### src/rtl/pfd_lock_pkg.sv
package pfd_lock_pkg;
  typedef struct packed {
    logic up;
    logic dn;
  } pfd_state_t;

  localparam int unsigned CH_REF = 0;
  localparam int unsigned CH_VCO = 1;
  localparam int unsigned N_CH   = 2;
endpackage

### src/rtl/pfd_edge_rise.sv
module pfd_edge_rise (
  input  logic clk,
  input  logic rst,
  input  logic sig_i,
  output logic rise_o
);
  logic sig_q;

  always_ff @(posedge clk) begin
    if (rst) sig_q <= 1'b0;
    else     sig_q <= sig_i;
  end

  assign rise_o = sig_i & ~sig_q;
endmodule

### src/rtl/pfd_core.sv
module pfd_core
  import pfd_lock_pkg::*;
#(
  parameter int unsigned CNT_W = 8
) (
  input  logic             clk,
  input  logic             rst,
  input  logic             rise_ref_i,
  input  logic             rise_vco_i,
  output pfd_state_t       st_o,
  output logic             pending_o,
  output logic             done_o,
  output logic [CNT_W-1:0] err_o
);
  localparam logic [CNT_W-1:0] ERR_MAX = '1;
  localparam logic [CNT_W-1:0] ONE     = {{(CNT_W-1){1'b0}}, 1'b1};

  pfd_state_t       st_q;
  logic [CNT_W-1:0] cnt_q;
  logic             up_set, dn_set, done;
  logic [CNT_W-1:0] run;

  // A first edge sets its side; the opposite edge closes the pair.
  assign up_set = st_q.up | rise_vco_i;
  assign dn_set = st_q.dn | rise_ref_i;
  assign done   = up_set & dn_set;

  assign pending_o = st_q.up | st_q.dn;
  assign run       = (cnt_q == ERR_MAX) ? ERR_MAX : cnt_q + ONE;

  always_ff @(posedge clk) begin
    if (rst) begin
      st_q  <= '0;
      cnt_q <= '0;
    end else begin
      st_q.up <= up_set & ~done;
      st_q.dn <= dn_set & ~done;
      if (done || !pending_o) cnt_q <= '0;
      else                    cnt_q <= run;
    end
  end

  assign st_o   = st_q;
  assign done_o = done;
  assign err_o  = pending_o ? run : '0;
endmodule

### src/rtl/pfd_lock_eval.sv
module pfd_lock_eval #(
  parameter int unsigned CNT_W = 8
) (
  input  logic             clk,
  input  logic             rst,
  input  logic             done_i,
  input  logic             pending_i,
  input  logic [CNT_W-1:0] err_i,
  input  logic [CNT_W-1:0] win_i,
  output logic             lock_o
);
  logic lock_q;

  always_ff @(posedge clk) begin
    if (rst) begin
      lock_q <= 1'b0;
    end else if (done_i) begin
      lock_q <= (err_i <= win_i);
    end else if (pending_i && (err_i > win_i)) begin
      lock_q <= 1'b0;
    end
  end

  assign lock_o = lock_q;
endmodule

### src/rtl/pfd_lock_top.sv
module pfd_lock_top
  import pfd_lock_pkg::*;
#(
  parameter int unsigned CNT_W = 8
) (
  input  logic             clk,
  input  logic             rst,
  input  logic             fr_i,
  input  logic             fv_i,
  input  logic [CNT_W-1:0] win_i,
  output logic             pd_up_o,
  output logic             pd_dn_o,
  output logic             pd_oe_o,
  output logic             lock_n_o
);
  logic [N_CH-1:0]  sig_in;
  logic [N_CH-1:0]  rise;
  pfd_state_t       st;
  logic             pending, done, lock;
  logic [CNT_W-1:0] err;

  assign sig_in[CH_REF] = fr_i;
  assign sig_in[CH_VCO] = fv_i;

  for (genvar g = 0; g < N_CH; g++) begin : g_edge
    pfd_edge_rise u_edge (
      .clk    (clk),
      .rst    (rst),
      .sig_i  (sig_in[g]),
      .rise_o (rise[g])
    );
  end

  pfd_core #(.CNT_W(CNT_W)) u_core (
    .clk        (clk),
    .rst        (rst),
    .rise_ref_i (rise[CH_REF]),
    .rise_vco_i (rise[CH_VCO]),
    .st_o       (st),
    .pending_o  (pending),
    .done_o     (done),
    .err_o      (err)
  );

  pfd_lock_eval #(.CNT_W(CNT_W)) u_lock (
    .clk       (clk),
    .rst       (rst),
    .done_i    (done),
    .pending_i (pending),
    .err_i     (err),
    .win_i     (win_i),
    .lock_o    (lock)
  );

  assign pd_up_o  = st.up;
  assign pd_dn_o  = st.dn;
  assign pd_oe_o  = ~lock;
  assign lock_n_o = ~lock;
endmodule

### config.mk
export PLATFORM = sky130hd
export DESIGN_NAME = pfd_lock_top
export DESIGN_NICKNAME = d
export VERILOG_FILES = /design/src/rtl/pfd_lock_pkg.sv /design/src/rtl/pfd_edge_rise.sv /design/src/rtl/pfd_core.sv /design/src/rtl/pfd_lock_eval.sv /design/src/rtl/pfd_lock_top.sv
export SDC_FILE = /design/constraint.sdc
export NUM_CORES = 1
export LEC_CHECK = 0
export BUFFER_PORTS_ARGS = -buffer_cell sky130_fd_sc_hd__buf_4
export CAP_MARGIN = 20
export CORE_UTILIZATION = 56
export DETAILED_ROUTE_END_ITERATION = 12
export PLACE_DENSITY = 0.81
export SLEW_MARGIN = 0
export SYNTH_ARGS = -nofsm -noshare
export SYNTH_HDL_FRONTEND = slang
export SYNTH_SLANG_ARGS = --single-unit
### constraint.sdc
create_clock -name clk -period 5.2 [get_ports clk]
set_clock_uncertainty 0.05 [all_clocks]
set_input_delay 0.78 -clock clk [delete_from_list [all_inputs] [get_ports clk]]
set_output_delay 0.78 -clock clk [all_outputs]
set_load 0.005 [all_outputs]
# ---- Word-level counts from Yosys, hierarchy flattened
# Cells that the tools add are included.
dict set report classes {
  n_addsub 1
  eq_ne 1
  n_reduce_logical 5
  n_bitwise 12
  div_mod_pow 0
  muxes 4
  mul 0
  magnitude_cmp 2
  shift 0
}
# cell n
set op_table {}
lappend op_table {{2-to-1 mux 8 bit} 2}
lappend op_table {{adder 8 x 1 -> 8 bit (second input constant)} 1}
lappend op_table {{== test 8 bit (second input constant)} 1}
lappend op_table {{greater-than comparator 8 bit} 1}
lappend op_table {{less-or-equal comparator 8 bit} 1}
lappend op_table {{bitwise AND 1 bit} 5}
lappend op_table {{NOT 1 bit} 4}
lappend op_table {{OR 1 bit} 3}
lappend op_table {{2-to-1 mux 1 bit} 2}
lappend op_table {{nonzero test 2 bit} 1}
lappend op_table {{OR reduction 2 bit} 1}
lappend op_table {{logical AND 1 bit} 1}
lappend op_table {{zero test 1 bit} 1}
lappend op_table {{logical OR 1 bit} 1}
dict set report totals {
  input_bits 12
  romBits 0
  ram_bits 0
  out_inout_bits 4
  reg_bits 13
  latch_bits 0
  elab_cells 31
  mem_count 0
}

# ---- Longest topological paths before layout
dict set report depth {
  depth_word 7
  depth_mapped 10
  ltp_nobuf 10
}

# ---- Cells and area by module
# From an unflattened synthesis, not the netlist that was laid out.
dict set report unflattened {
  hier_cells 97
  area_unflattened_um2 853.3
}
# module cells_per_inst seq_area_each_um2 area_each_um2 instances
set modules_own_cells {}
lappend modules_own_cells {pfd_core 59 200.2 500.5 1}
lappend modules_own_cells {pfd_lock_eval 30 20.0 246.5 1}
lappend modules_own_cells {pfd_edge_rise 3 20.0 47.5 2}
lappend modules_own_cells {pfd_lock_top 2 0.0 11.3 1}

# ---- Least setup slack after synthesis
# Ideal clock, no wire load.
dict set report synth_timing {
  path_type {register -> register}
  start {register u_core.cnt_q[0]}
  end {register u_lock.lock_q (netlist: u_lock.lock_o)}
  setup_time_ns 0.092
  arrival_ns 2.038
  n_path_buf 0
  path_stages_with_launch 11
  slack_ns 3.020
  synth_period_minus_slack_ns 2.180
  t_required_ns 5.058
  cell_sequence {dfxtp_1 > ha_1 > nand2_1 > or4b_1 > o21ai_1 > nor2_1 > ha_1 > nand4_1 > o32ai_1 > a21oi_1 > nor4_1}
}
dict set report synth_between {
  elab_chain_cells 6
  word_cells_on_any_way 9
  classes_between {add/sub (1); order compare (2); eq/ne (1); mux (3); reduce/logical (2)}
}
# element line
set synth_rtl {}
lappend synth_rtl {{from (decl)} pfd_core.sv:19} ;# logic [CNT_W-1:0] cnt_q;
lappend synth_rtl {{from (signal assigned)} pfd_core.sv:39} ;# else cnt_q <= run;
lappend synth_rtl {{adder 8 x 1 -> 8 bit / == test 8 bit (equally long branches)} pfd_core.sv:29} ;# assign run = (cnt_q == ERR_MAX) ? ERR_MAX : cnt_q + ONE;
lappend synth_rtl {{2-to-1 mux 8 bit (*)} pfd_core.sv:29}
lappend synth_rtl {{2-to-1 mux 8 bit (*)} pfd_core.sv:45} ;# assign err_o = pending_o ? run : '0;
lappend synth_rtl {{greater-than comparator 8 bit} pfd_lock_eval.sv:19} ;# end else if (pending_i && (err_i > win_i)) begin
lappend synth_rtl {{logical AND 1 bit} pfd_lock_eval.sv:19}
lappend synth_rtl {{nonzero test 2 bit (no line)} -}
lappend synth_rtl {{to (signal assigned)} pfd_lock_eval.sv:18} ;# lock_q <= (err_i <= win_i);
lappend synth_rtl {{to (decl)} pfd_lock_eval.sv:12} ;# logic lock_q;
# Every way passes the cells marked *; elsewhere a longest branch is shown, timed or not.
# A chain may end at the register's enable or synchronous reset.

# ---- Worst setup path in the final report
# Same ends and word-level chain as after synthesis.

==> Flow_metrics.wiki <==
{| class="wikitable"
! Metric !! Value
|-
| Total of warnings raised by yosys || 0
|-
| Net switching share of the total power || 25.9%
|-
| Synthesized flop and latch total || 13
|-
| Element type at the critical path end || register
|-
| Cell area after synthesis || 796 um2
|-
| Initial antenna violation count || 0
|-
| Most instantiated cells after synthesis || 17 x sky130_fd_sc_hd__nor2_1, 13 x sky130_fd_sc_hd__dfxtp_1, 9 x sky130_fd_sc_hd__ha_1
|-
| Total routing usage reported by global routing || 25.4%
|-
| Wire length of the first global-routing pass || 2.57 mm
|-
| Unrepaired setup endpoints after global routing || no
|-
| Number of buffers added by the clock tree synthesis step || 3
|-
| End point of the most critical hold path || u_core.cnt_q[0]
|-
| Number of global-route vias before repair || 641
|-
| Half-perimeter wire length of the detailed placement result || 1.35 mm
|-
| Worst reg2reg path endpoint || u_lock.lock_o
|-
| Maximum number of pins on one net before global-route repair || 11
|-
| Synthesized net count || 118
|-
| Leading cell type by number of instances after synthesis || sky130_fd_sc_hd__nor2_1
|-
| Cell area power density || 213 nW/um2
|-
| Yosys top cell area share || 32.7%
|-
| Startpoint of the most critical hold path || u_core.cnt_q[0]
|-
| Number of remaining DRC errors || 0
|-
| Setup violations, final || 0
|-
| Initial DRC Count || 10
|-
| Number of buffers on the longest clock path || 2
|-
| H-tree depth || 1
|-
| Worst vdd rail ir drop || 0.000196 V
|-
| Period utilization || 47.9%
|-
| Clock period minus final worst setup slack || 2490 ps
|-
| Clk Latency, worst-skew pair || 270 ps
|-
| EDFF count, synth || 0
|-
| Remaining global-route overflow || 0
|-
| Slew of the pin with the lowest slew margin || 615 ps
|-
| Die width || 39.7 um
|-
| Placeable core region || 1320 um2
|-
| Hold Worst Slack || 449 ps
|-
| Seq/Total Area, Yosys || 32.7%
|-
| Slew Viols, Final || 0
|-
| Dominant cells by area after synthesis || sky130_fd_sc_hd__dfxtp_1 33%, sky130_fd_sc_hd__ha_1 14%, sky130_fd_sc_hd__nor2_1 8.0%, sky130_fd_sc_hd__nor2b_1 3.9%, sky130_fd_sc_hd__inv_1 3.8%
|-
| Number of max-cap violations || 0
|-
| Post-layout worst setup margin || 2710 ps
|-
| Cell count after synthesis || 97
|-
| Final Hold Fails || 0
|-
| Detailed-route via count || 746
|-
| Primary FF master, synth || sky130_fd_sc_hd__dfxtp_1
|-
| Proportion of power drawn by the clock network || 31.8%
|-
| Outcome || finished clean
|-
| Startpoint of the worst register-to-register path || u_core.cnt_q[0]
|-
| Internal reg-to-reg setup slack || 2710 ps
|-
| Async set or reset register ratio after synthesis || 0%
|-
| Root Buffer || sky130_fd_sc_hd__clkbuf_4
|-
| Achievable clock frequency || 401 MHz
|-
| Antenna Cells || 0
|-
| Gpl congestion || 0.755
|-
| Fraction of final layout cells sized beyond drive strength 1 || 24.6%
|-
| Aggregate negative setup slack || 0 ps
|-
| Internal power of the cells || 0.148 mW
|-
| Part of the power in registers || 52.7%
|-
| Routed Antenna Nets || 0
|-
| CP arrival || 2630 ps
|-
| Floorplan die height || 39.7 um
|-
| Total number of clock tree sinks || 13
|-
| Signed area change from the synthesized netlist to the final layout || 17.9%
|-
| Clock-pin transition on the worst setup and hold timing paths || 80 ps
|-
| I/O pin cnt || 16
|-
| Leakage power summed over all cells || 0.429 nW
|-
| Highest fanout seen on the critical path || 5
|-
| Die ar. || 1580 um2
|-
| Combinational group share of total power || 15.5%
|-
| Number of library cell types mapped by synthesis || 32
|-
| Count of cells resized by post-cts repair || 0
|-
| Number of filler instances in the final layout || 111
|-
| Cell depth of the worst min-delay path || 1
|-
| Reported net switching power || 0.0518 mW
|-
| Required time at the endpoint of the critical path || 5340 ps
|-
| Number of placement rows || 13
|-
| Critical Setup Path Class || register to register
|-
| Net count of the finished layout || 136
|-
| TritonCTS clock tree || yes
|-
| Class of the tightest hold or removal check || register to register
|-
| Detailed-router iteration count before antenna repair || 5
|-
| Routed length per placed instance || 13.1 um
|-
| # hold bufs at CTS || 0
|-
| Post-synthesis area per instance || 8.20 um2
|-
| Total Wirelength || 1.70 mm
|-
| Biggest area consumer among synthesized cells || sky130_fd_sc_hd__dfxtp_1
|-
| Setup bufs post-CTS || 0
|-
| Worst relative slew slack || 58.8%
|-
| Port-buffer cells || 15
|-
| Startpoint types || register
|-
| Effective utilization at floorplan || 60.4%
|-
| Depth of the most critical reg-to-reg path || 10
|-
| DR vias/cell || 5.78
|-
| Worst slack at placement || 2760 ps
|}
-- power groups by stage --
| stage | clock, mW | combinational [mW] | sequential [mW] |
|---|---|---|---|
| 2_1_floorplan | 0 | 0.0178 | 0.107 |
| 3_3_place_gp | 0 | 0.0297 | 0.107 |
| 3_5_place_dp | 0 | 0.0310 | 0.108 |
| 4_1_cts | 0.0631 | 0.0312 | 0.105 |
| 5_1_grt | 0.0678 | 0.0348 | 0.106 |
| 6_report | 0.0636 | 0.0310 | 0.105 |
-- worst max-delay path by stage --
stage                               start  slack, ps       endpoint
after floorplan           u_core.cnt_q[0]       3020  u_lock.lock_o
after global routing      u_core.cnt_q[0]       2550  u_lock.lock_o
after global placement    u_core.cnt_q[0]       2920  u_lock.lock_o
after detailed placement  u_core.cnt_q[0]       2760  u_lock.lock_o
final                     u_core.cnt_q[0]       2710  u_lock.lock_o
after CTS                 u_core.cnt_q[0]       2730  u_lock.lock_o
-- layout make-up --
type | count | area (um2) | area share, %
Timing Repair Buffer | 15 | 113 | 12.0
Sequential cell | 13 | 260 | 27.7
Inverter | 9 | 33.8 | 3.60
Multi-Input combinational cell | 73 | 487 | 51.9
Tap cell | 15 | 18.8 | 2.00
Clock buffer | 4 | 26.3 | 2.80
-- metal layers --
metal  track usage, %  wire length (um)  vias up
li1                 -                 -      372
met1             27.7               772      345
met2             43.0               792       23
met3             5.68                86        6
met4             16.4                44        0
met5                0                 0        -
-- metrics by stage --
step | std cells | utilization [%] | instance area, um2 | power, mW
3_5_place_dp | 125 | 69.2 | 912 | 0.139
2_1_floorplan | 97 | - | 796 | 0.125
6_report | 129 | 71.2 | 938 | 0.200
5_1_grt | 129 | 71.2 | 938 | 0.208
3_3_place_gp | 125 | 69.2 | 912 | 0.137
4_1_cts | 129 | 71.2 | 938 | 0.200
-- sequential cells by signal, indices dropped and copies added (netlist names) --
register / count
u_core.st_o: 2
u_lock.lock_o: 1
g_edge.u_edge.sig_q: 2
u_core.cnt_q: 8
-- placed cells by master, fill, tap and decap left out, types with 2 or more instances in the layout --
master and n:
sky130_fd_sc_hd__inv_1 8, sky130_fd_sc_hd__clkbuf_4 3, sky130_fd_sc_hd__a21o_1 2, sky130_fd_sc_hd__ha_1 9, sky130_fd_sc_hd__nand3_1 3, sky130_fd_sc_hd__buf_4 15, sky130_fd_sc_hd__and3_1 2, sky130_fd_sc_hd__nor2_2 4
sky130_fd_sc_hd__nor4_1 3, sky130_fd_sc_hd__nor2b_1 5, sky130_fd_sc_hd__nand2_1 4, sky130_fd_sc_hd__dfxtp_1 13, sky130_fd_sc_hd__nand4_1 2, sky130_fd_sc_hd__a21oi_1 5, sky130_fd_sc_hd__nor2_1 17
-- logic make-up (layout without fill, tap and decap cells) --
| family | Yosys count | count (layout) | share of synthesized area (%) |
|---|---|---|---|
| AO/OA/AOI/OAI | 15 | 15 | 12.6 |
| XOR/XNOR | 2 | 2 | 2.20 |
| AND/OR/NAND/NOR | 46 | 46 | 31.0 |
| flip-flops | 13 | 13 | 32.7 |
| buffers and inverters | 11 | 28 | 6.13 |
| multiplexers | 1 | 1 | 1.26 |
| adder cells (fa/ha/maj) | 9 | 9 | 14.2 |
-- worst max-delay path, cell delays in order, from the launching register on --
cell and delay (ps):
sky130_fd_sc_hd__dfxtp_1 390, sky130_fd_sc_hd__ha_1 200, sky130_fd_sc_hd__nand2_1 130, sky130_fd_sc_hd__or4b_1 480, sky130_fd_sc_hd__o21ai_1 140, sky130_fd_sc_hd__nor2_1 80
sky130_fd_sc_hd__ha_1 330, sky130_fd_sc_hd__nand4_1 110, sky130_fd_sc_hd__o32ai_1 190, sky130_fd_sc_hd__a21oi_1 70, sky130_fd_sc_hd__nor4_1 230
(Power assumes the default switching activity.)
